**src/rtl/vlc_pkg.sv**
```systemverilog
package vlc_pkg;
  localparam int PIX_W   = 8;
  localparam int LVL_W   = 10;
  localparam int NUM_CH  = 3;
  localparam int BLACK_PED   = 21;
  localparam int SYNC_LIFT   = 110;

  typedef enum int {CH_RED = 0, CH_GREEN = 1, CH_BLUE = 2} chan_e;

  typedef logic [PIX_W-1:0] pix_t;
  typedef logic [LVL_W-1:0] lvl_t;
endpackage

```
**src/rtl/vlc_channel.sv**
```systemverilog
module vlc_channel #(
  parameter int PIX_W     = 8,
  parameter int LVL_W     = 10,
  parameter int PEDESTAL  = 21,
  parameter int SYNC_OFS  = 110,
  parameter bit HAS_SYNC  = 1'b0
) (
  input  logic [PIX_W-1:0] pix,
  input  logic             video_en,
  input  logic             sync_on,
  output logic [LVL_W-1:0] level
);
  localparam logic [LVL_W-1:0] PED_C  = LVL_W'(PEDESTAL);
  localparam logic [LVL_W-1:0] SYNC_C = LVL_W'(SYNC_OFS);

  logic [LVL_W-1:0] data_term;
  logic [LVL_W-1:0] sync_term;

  always_comb begin
    data_term = video_en ? (LVL_W'(pix) + PED_C) : '0;
  end

  generate
    if (HAS_SYNC) begin : g_sync
      always_comb sync_term = sync_on ? SYNC_C : '0;
    end else begin : g_nosync
      logic unused_sync;
      always_comb begin
        unused_sync = sync_on;
        sync_term   = '0;
      end
    end
  endgenerate

  always_comb level = data_term + sync_term;
endmodule

```
**src/rtl/vlc_stage.sv**
```systemverilog
module vlc_stage #(
  parameter int WIDTH = 30
) (
  input  logic             clk,
  input  logic             rst,
  input  logic             in_valid,
  output logic             in_ready,
  input  logic [WIDTH-1:0] in_data,
  output logic             out_valid,
  input  logic             out_ready,
  output logic [WIDTH-1:0] out_data
);
  logic             occ_q;
  logic [WIDTH-1:0] data_q;

  assign in_ready  = !occ_q || out_ready;
  assign out_valid = occ_q;
  assign out_data  = data_q;

  always_ff @(posedge clk) begin
    if (rst) begin
      occ_q  <= 1'b0;
      data_q <= '0;
    end else if (in_ready) begin
      occ_q <= in_valid;
      if (in_valid) data_q <= in_data;
    end
  end


  reset_clear_chk: assert property (@(posedge clk) rst |=> (!out_valid && out_data == '0));

  accept_show_chk: assert property (@(posedge clk) disable iff (rst)
    (in_valid && in_ready) |=> (out_valid && out_data == $past(in_data)));

  stall_hold_chk: assert property (@(posedge clk) disable iff (rst)
    (out_valid && !out_ready) |=> (out_valid && $stable(out_data)));

  bubble_empty_chk: assert property (@(posedge clk) disable iff (rst)
    (!in_valid && in_ready) |=> !out_valid);
endmodule

```
**src/rtl/video_level_composer.sv**
```systemverilog
module video_level_composer
  import vlc_pkg::*;
(
  input  logic             clk,
  input  logic             rst,
  input  logic             in_valid,
  output logic             in_ready,
  input  logic [7:0]       pix_red,
  input  logic [7:0]       pix_green,
  input  logic [7:0]       pix_blue,
  input  logic             video_en,
  input  logic             sync_on,
  output logic             out_valid,
  input  logic             out_ready,
  output logic [9:0]       lvl_red,
  output logic [9:0]       lvl_green,
  output logic [9:0]       lvl_blue
);
  localparam int PAY_W = NUM_CH * LVL_W;

  pix_t pix_arr [NUM_CH];
  lvl_t lvl_arr [NUM_CH];
  logic [PAY_W-1:0] pay_in, pay_out;

  assign pix_arr[CH_RED]   = pix_red;
  assign pix_arr[CH_GREEN] = pix_green;
  assign pix_arr[CH_BLUE]  = pix_blue;

  generate
    for (genvar c = 0; c < NUM_CH; c++) begin : g_ch
      vlc_channel #(
        .PIX_W(PIX_W), .LVL_W(LVL_W), .PEDESTAL(BLACK_PED), .SYNC_OFS(SYNC_LIFT),
        .HAS_SYNC(c == int'(CH_GREEN))
      ) u_ch (
        .pix(pix_arr[c]), .video_en(video_en), .sync_on(sync_on), .level(lvl_arr[c])
      );
      assign pay_in[c*LVL_W +: LVL_W] = lvl_arr[c];
    end
  endgenerate

  vlc_stage #(.WIDTH(PAY_W)) u_stage (
    .clk(clk), .rst(rst),
    .in_valid(in_valid), .in_ready(in_ready), .in_data(pay_in),
    .out_valid(out_valid), .out_ready(out_ready), .out_data(pay_out)
  );

  assign lvl_red   = pay_out[int'(CH_RED)*LVL_W   +: LVL_W];
  assign lvl_green = pay_out[int'(CH_GREEN)*LVL_W +: LVL_W];
  assign lvl_blue  = pay_out[int'(CH_BLUE)*LVL_W  +: LVL_W];


  lit_ped_chk: assert property (@(posedge clk) disable iff (rst)
    (in_valid && in_ready && video_en) |=>
      (lvl_red == 10'($past(pix_red)) + 10'(BLACK_PED) && lvl_blue >= 10'(BLACK_PED)));

  blank_zero_chk: assert property (@(posedge clk) disable iff (rst)
    (in_valid && in_ready && !video_en) |=> (lvl_red == '0 && lvl_blue == '0));

  blank_sync_chk: assert property (@(posedge clk) disable iff (rst)
    (in_valid && in_ready && !video_en && sync_on) |=> (lvl_green == 10'(SYNC_LIFT)));

  tip_zero_chk: assert property (@(posedge clk) disable iff (rst)
    (in_valid && in_ready && !video_en && !sync_on) |=> (lvl_green == '0));
endmodule

```
**config.mk**
```make
export PLATFORM = sky130hd
export DESIGN_NAME = video_level_composer
export DESIGN_NICKNAME = d
export VERILOG_FILES = /design/src/rtl/vlc_pkg.sv /design/src/rtl/vlc_channel.sv /design/src/rtl/vlc_stage.sv /design/src/rtl/video_level_composer.sv
export SDC_FILE = /design/constraint.sdc
export NUM_CORES = 1
export LEC_CHECK = 0
export BUFFER_PORTS_ARGS = -buffer_cell sky130_fd_sc_hd__buf_2
export CORE_MARGIN = 8
export CORE_UTILIZATION = 30
export DETAILED_ROUTE_END_ITERATION = 8
export HOLD_SLACK_MARGIN = 0.08
export PLACE_DENSITY_LB_ADDON = 0.3
export SYNTH_ARGS = -nofsm -noshare
export SYNTH_HDL_FRONTEND = slang
export SYNTH_SLANG_ARGS = --single-unit
```
**constraint.sdc**
```tcl
create_clock -name clk -period 3.1 [get_ports clk]
set_clock_uncertainty 0.1 [all_clocks]
set_input_delay 0.62 -clock clk [delete_from_list [all_inputs] [get_ports clk]]
set_output_delay 0.62 -clock clk [all_outputs]
set_load 0.005 [all_outputs]
```
==> impl_metrics.yaml <==
cts:
  ctsResizeCount: 0
  clk_pin_slew_ns: 0.06
  cts.sinks: 29
  holdBufCountCts: 0
  clockBufferDepth: 2
  numCtsBuffers: 5
  h-tree-depth: 2
  clock_latency_ns: 0.27
  root_buffer: "clkbuf_8"
  post_cts_buffers: 0
  cts_tree: "built"
final_layout:
  finalCoreUtilization: 0.396
  seqCellArea_sq_um: 581
  final_net_count: 306
  layout-drive-gt1-share: 0.299
  area_delta_synth_final_pct: 29.3
  fillers: 583
  antenna_cells: 0
  multi_input_area_sq_um: 1010
drt:
  detail_route.wl_per_cell_microns: 13.3
  drtIter0Drc: 63
  viasPerCell: 4.72
  wirelength_microns: 4510
  drc: 0
  drtPass1Iterations: 6
  postRouteAntennaNets: 0
  via_count: 1604
synth:
  synth_edf_count: 0
  ys_warn_count: 0
  synthCells: 202
  synth_commonest_cells: "29 x dfxtp_1, 25 x nor2_1, 20 x a21oi_1"
  synth_flop_cell: "dfxtp_1"
  synthDistinctLibCells: 42
  synth_top_area_frac: 0.348
  yosysTopAreaCell: "dfxtp_1"
  synthMostInstantiatedCell: "dfxtp_1"
  syn_area_sq_um: 1670
  yosysSeqAreaShare: 0.348
  syn_area_per_cell_sq_um: 8.25
  synth.area.top_cells: "dfxtp_1 35%, a21oi_1 6.0%, ha_1 6.0%"
  async_reset_ff_frac: 0
  ys_seq_elements: 29
power:
  seqPwrFrac: 0.445
  ir_worst_vdd_mv: 0.238
  pwr-share-clk: 0.322
  leakagePower_nw: 0.971
  swShare: 0.289
  p_int_w: 0.000644
  p_sw_w: 0.000261
  p_per_area_nw_per_um2: 420
  power.share.combinational: 0.232
sta:
  worstMarginPinSlew_ns: 0.625
  setup-tns-final_ns: 0
  rsz0062_at_grt: "false"
  hold_slack_ns: 0.350
  hold_viol: 0
  maxSlewViolCount: 0
  fmax_mhz: 352
  fin_crit_ns: 2.84
  setup_viol: 0
  finalCritPeriodShare: 0.916
  max_slew_margin: 0.582
floorplanning:
  die_width_microns: 90.5
  initial_core_util: 0.306
  rows: 27
  ios: 62
  die_h_microns: 90.5
  die_area_sq_um: 8200
  core-area_sq_um: 5440
min_path:
  min_path_type: "flop to flop"
place:
  io_buffers: 59
  dp_hpwl_microns: 3570
  gp_congestion: 0.774
critical_path:
  path_max_fanout: 3
  cp.required_ns: 3.16
  worstPathArrival_ns: 2.89
  startpoint_type: "input port"
  path_class: "input port to flop"
  end_kind: "flop"
flow_run:
  maxCapViolations: 0
global_routing:
  grt_overflow: 0
  grt_pass1_wl_microns: 7440
  grt_pass1_vias: 1617
  grt_max_degree: 33
  grt_usage: 0.109
  antenna_found_initial: 0
status:
  status: "finished clean"
[worst max-delay path, cell delays in order]
cell	delay, ns
buf_2	0.11
ha_1	0.21
o21a_4	0.20
o21ai_0	0.25
xor2_1	0.17
nor2_1	0.06
ha_1	0.30
a21oi_1	0.29
o31ai_1	0.18
nor4b_1	0.17
a311o_1	0.33
[path summary, 6_finish.rpt]
path / startpoint / to / slack (ns) / depth (start not counted)
hold / removal: u_stage.out_data[14] / u_stage.out_data[14] / 0.35 / 2
setup reg to reg: u_stage.out_valid / u_stage.out_data[16] / 1.55 / 5
setup / recovery: pix_green[0] / u_stage.out_data[17] / 0.26 / 11
hold reg to reg: u_stage.out_data[14] / u_stage.out_data[14] / 0.35 / 2
[layout make-up]
type / count / area share
Multi-Input combinational cell: 156 / 0.470
Sequential cell: 29 / 0.269
Timing Repair Buffer: 68 / 0.168
Tap cell: 72 / 0.0418
Clock buffer: 6 / 0.0337
Inverter: 7 / 0.0122
Clock inverter: 2 / 0.00465
[kinds of logic after synthesis]
family                     share of synthesized area
other                                        0.00225
buffers and inverters                         0.0465
xor gates and xnor gates                      0.0893
adders and majority gates                     0.0721
muxes                                        0.00901
AOI/OAI and AO/OA                              0.224
and+or+nand+nor                                0.209
DFF                                            0.348
[cells in the final DEF, fill, tap and decap left out, types with 6 or more instances in the layout]
cell type / synthesis / routed
inv_1: 6 / 6
buf_2: 2 / 59
a22oi_1: 8 / 8
xnor2_1: 11 / 11
ha_1: 8 / 8
nand2_1: 15 / 15
buf_4: 2 / 9
dfxtp_1: 29 / 29
nand3_1: 7 / 7
nor2_1: 25 / 25
nor3_1: 7 / 7
xor2_1: 6 / 6
a21oi_1: 20 / 20
o21ai_0: 8 / 8
[flip-flops by register name, indices dropped and copies added (netlist names)]
| register | cells |
|---|---|
| u_stage.out_data | 28 |
| u_stage.out_valid | 1 |
[layer usage]
layer	up-vias	routed length, microns	share of wire	GRT usage
met5	-	0	0	0
met4	0	14	0.0031	0.0291
met3	2	301	0.067	0.0441
met2	34	2030	0.45	0.173
met1	736	2160	0.48	0.133
li1	832	-	-	-
[power by group through the flow]
stage,clock network [W],logic [W],registers [W]
6_report,0.000292,0.000210,0.000403
5_1_grt,0.000332,0.000237,0.000405
4_1_cts,0.000312,0.000214,0.000403
3_5_place_dp,0,0.000213,0.000412
3_3_place_gp,0,0.000212,0.000411
2_1_floorplan,0,0.000126,0.000413
[stage by stage]
| stage | power [W] | instance area, sq um | setup slack (ns) | std cells |
|---|---|---|---|---|
| after floorplan | 0.000539 | 1670 | 0.172 | 203 |
| after global placement | 0.000623 | 2070 | 0.0309 | 332 |
| after detailed placement | 0.000624 | 2070 | 0.00175 | 332 |
| after CTS | 0.000930 | 2150 | 0.284 | 340 |
| after global routing | 0.000975 | 2150 | 0.158 | 340 |
| final | 0.000905 | 2150 | 0.262 | 340 |
(Power assumes the default switching activity.)
